`config.mk`:
```
export PLATFORM = sky130hd
export DESIGN_NAME = status_merge2
export DESIGN_NICKNAME = d
export VERILOG_FILES = /design/src/rtl/status_merge2.sv
export SDC_FILE = /design/constraint.sdc
export NUM_CORES = 1
export LEC_CHECK = 0
export BUFFER_PORTS_ARGS = -buffer_cell sky130_fd_sc_hd__buf_4
export CAP_MARGIN = 20
export CORE_AREA = 10 10 47 49
export CTS_CLUSTER_DIAMETER = 150
export DETAILED_ROUTE_END_ITERATION = 10
export DIE_AREA = 0 0 57 59
export PLACE_DENSITY = 0.7
export RECOVER_POWER = 50
export SYNTH_ARGS = -nofsm -noshare
export SYNTH_HDL_FRONTEND = slang
export SYNTH_SLANG_ARGS = --single-unit
```
`constraint.sdc`:
```
create_clock -name clk -period 3.3 [get_ports clk]
set_clock_uncertainty 0.2 [all_clocks]
set_input_delay 0.33 -clock clk [delete_from_list [all_inputs] [get_ports clk]]
set_output_delay 0.33 -clock clk [all_outputs]
set_load 0.01 [all_outputs]
```
`src/rtl/status_merge2.sv`:
```
module status_merge2 #(
  parameter int DW      = 8,
  parameter int PKT_LEN = 5
) (
  input  logic          clk,
  input  logic          rst,
  input  logic [DW-1:0] a_data,
  input  logic          a_req,
  output logic          a_start,
  input  logic [DW-1:0] b_data,
  input  logic          b_req,
  output logic          b_start,
  output logic [DW-1:0] dn_data,
  output logic          dn_req,
  input  logic          dn_start
);
  localparam int CW = (PKT_LEN < 2) ? 1 : $clog2(PKT_LEN);

  logic          busy, acked, owner, last_win;
  logic [CW-1:0] cnt;
  logic          waiting, accept, in_pkt, pick;

  assign waiting = busy && !acked;
  assign accept  = waiting && dn_start;
  assign in_pkt  = accept || acked;
  assign pick    = (a_req && b_req) ? !last_win : b_req;

  assign dn_req  = waiting;
  assign a_start = accept && !owner;
  assign b_start = accept && owner;
  assign dn_data = !in_pkt ? '0 : (owner ? b_data : a_data);

  always_ff @(posedge clk) begin
    if (rst) begin
      busy     <= 1'b0;
      acked    <= 1'b0;
      owner    <= 1'b0;
      last_win <= 1'b1;
      cnt      <= '0;
    end else if (!busy) begin
      if (a_req || b_req) begin
        busy     <= 1'b1;
        owner    <= pick;
        last_win <= pick;
      end
    end else if (accept) begin
      if (PKT_LEN == 1) begin
        busy <= 1'b0;
      end else begin
        acked <= 1'b1;
        cnt   <= CW'(1);
      end
    end else if (acked) begin
      if (cnt == CW'(PKT_LEN - 1)) begin
        busy  <= 1'b0;
        acked <= 1'b0;
        cnt   <= '0;
      end else begin
        cnt <= cnt + CW'(1);
      end
    end
  end

  a_r1_idle_after_reset: assert property (@(posedge clk)
    $fell(rst) |-> (!dn_req && !a_start && !b_start && dn_data == '0));

  a_r2_grant_follows_req: assert property (@(posedge clk) disable iff (rst)
    (!busy && (a_req || b_req)) |=> dn_req);

  a_r3_start_onehot: assert property (@(posedge clk) disable iff (rst)
    $onehot0({a_start, b_start}));

  a_r9_start_needs_req: assert property (@(posedge clk) disable iff (rst)
    (a_start || b_start) |-> (dn_req && dn_start));

  a_r6_req_drops_after_accept: assert property (@(posedge clk) disable iff (rst)
    (dn_req && dn_start) |=> !dn_req);

  a_r8_owner_held: assert property (@(posedge clk) disable iff (rst)
    (busy && $past(busy)) |-> $stable(owner));

  a_r5_zero_when_idle: assert property (@(posedge clk) disable iff (rst)
    !busy |-> (dn_data == '0));
endmodule

```
==> results.toml <==
[run_status]
status = "completed"

[final_layout]
finalNetCount = 116
areaGrowthSynthToFinish_pct = 51.0
post-route-util = 0.515
fill_cells = 150
multi_input_area_sq_um = 299
final_cell_mix = "buf_4, nor2_1, mux2i_1, dfxtp_1, nand2_1"
layout-drive-gt1-share = 0.370
n_antenna_cell = 0
regArea_sq_um = 140
layout_commonest_cell = "buf_4"

[clocking]
ctsHoldBuffers = 0
cts_buffer_depth = 2
htreeDepth = 1
clock-sinks = 7
cts_buffers = 3
cts_root_buffer = "clkbuf_4"
clk_pin_slew_ns = 0.06
cts.repair.resized = 0
post_cts_buffers = 0
clk_latency_ns = 0.25
tritoncts = "done"

[synthesis]
syn_area_per_cell_sq_um = 7.97
syn_area_sq_um = 478
post-synth-top-area-fraction = 0.293
yosysWarningCount = 0
ys_ff_latch = 7
synthTopCellsByArea = "dfxtp_1, mux2i_1, nor2_1"
synth_nets = 83
ys_seq_area_frac = 0.293
ys_types = 24
netlist_instances = 60
yosys.area.top_type = "dfxtp_1"

[worst_setup_path]
cp_slowest_stage_delay_ns = 0.58
cp_cell_sequence = "a21oi_1 -> nor2_1 -> buf_4"
path_class = "flip-flop to output pin"
cp.required_ns = 2.77
cp.arrival_ns = 1.54
path_delay_family = "compound AO/OA/AOI/OAI gates"
crit_path_max_fanout = 11
critPathSlowestCell = "a21oi_1"
path_buf_inv = 1
worstSetupStartpointType = "flip-flop"
crit_path_end_kind = "output pin"

[timing]
drv_slew = 0
setup_violations = 0
worst-slew-pin-transition_ns = 0.671
slew_headroom = 0.553
fin_crit_sh = 0.628
hold_viol_final = 0
finalCriticalPeriod_ns = 2.07
fin_setup_tns_ns = 0
rsz0062_at_grt = "no"
clock.fmax_mhz = 483

[drt]
drcViolationCount = 0
wire_per_inst_microns = 13.7
first_iter_violations = 7
routed_wl_microns = 1480
postRouteAntennaNets = 0
via_per_inst = 4.94
vias = 534
drt-pass1-iter-count = 4

[grt]
grt_pass1_vias = 496
grt_max_degree = 12
grt_pass1_wl_microns = 2210
track_usage = 0.0829
antenna_found_initial = 0
grt-ovfl-total = 0

[hold_path]
hp-class = "input port to flip-flop"

[floorplanning]
fp.dieH_microns = 59
die_w_microns = 57
top_level_ports = 32
start_util = 0.341
core.rowCount = 14
core_sq_um = 1400
die_area_sq_um = 3360

[power]
power_leakage_uw = 0.000329
power_density_nw_per_um2 = 344
peakVddDrop_v = 0.000309

[place]
dp_hpwl_microns = 1220
portBuffers = 31
gp_congestion = 0.713

[run]
drv_cap = 0
[per-stage QoR]
step / worst slack, ns / area, sq um / instances / power, uW / hold slack [ns]
final: 1.23 / 722 / 108 / 248 / 0.0859
after global routing: 1.08 / 722 / 108 / 263 / 0.0818
after CTS: 1.38 / 733 / 108 / 254 / 0.0798
after detailed placement: 1.67 / 707 / 104 / 172 / 0.279
after global placement: 1.70 / 707 / 104 / 171 / 0.271
after floorplan: 1.86 / 478 / 60 / 134 / 0.192
[per-layer routing]
metal	vias to the layer above	global-route usage	wire (microns)
li1	273	-	-
met1	238	0.0842	566
met2	19	0.136	790
met3	4	0.0515	103
met4	0	0.0302	17
met5	-	0	0
[synthesized netlist by cell type (all sizes together)]
master	number
buf	3
nand2	6
ha	2
dfxtp	7
inv	3
a32oi	1
a31oi	1
a21oi	3
nor3b	1
nand4b	1
o21ai	1
nand4	2
a211o	1
nor2	12
nor3	4
nand3	1
a21bo	1
and3	1
mux2i	8
nand2b	1
[report_power, final]
group	internal [uW]	switching, uW	total [uW]
Sequential	89.5	9.31	98.8
Clock	46.3	34.6	80.9
Combinational	39.6	29.1	68.8
[cells by family after synthesis]
family	count (synthesis)	synth area share
compound gates	8	0.128
simple gates	29	0.285
mux	8	0.168
flops	7	0.293
fa+ha+maj	2	0.0523
buf+inv	6	0.0733
[path summary, 6_finish.rpt]
path,cells after the start,startpoint,end,slack [ns]
worst max-delay path,3,busy,dn_data[4],1.23
worst min-delay path,2,rst,cnt[0],0.09
worst max register to register,2,busy,acked,1.86
worst min register to register,2,cnt[1],cnt[1],0.29
[area by class of cell]
| cell class | count | area share |
|---|---|---|
| sequential | 7 | 0.194 |
| tap | 16 | 0.0277 |
| inverter | 3 | 0.0156 |
| clock buffer | 4 | 0.0364 |
| timing repair buffer | 31 | 0.312 |
| multi-input combinational | 47 | 0.414 |
[flip-flops by register name, summed over array words and instances (netlist names)]
| name | cells |
|---|---|
| acked | 1 |
| busy | 1 |
| cnt | 3 |
| last_win | 1 |
| owner | 1 |
Note: power is estimated with default switching activity, not from simulation.
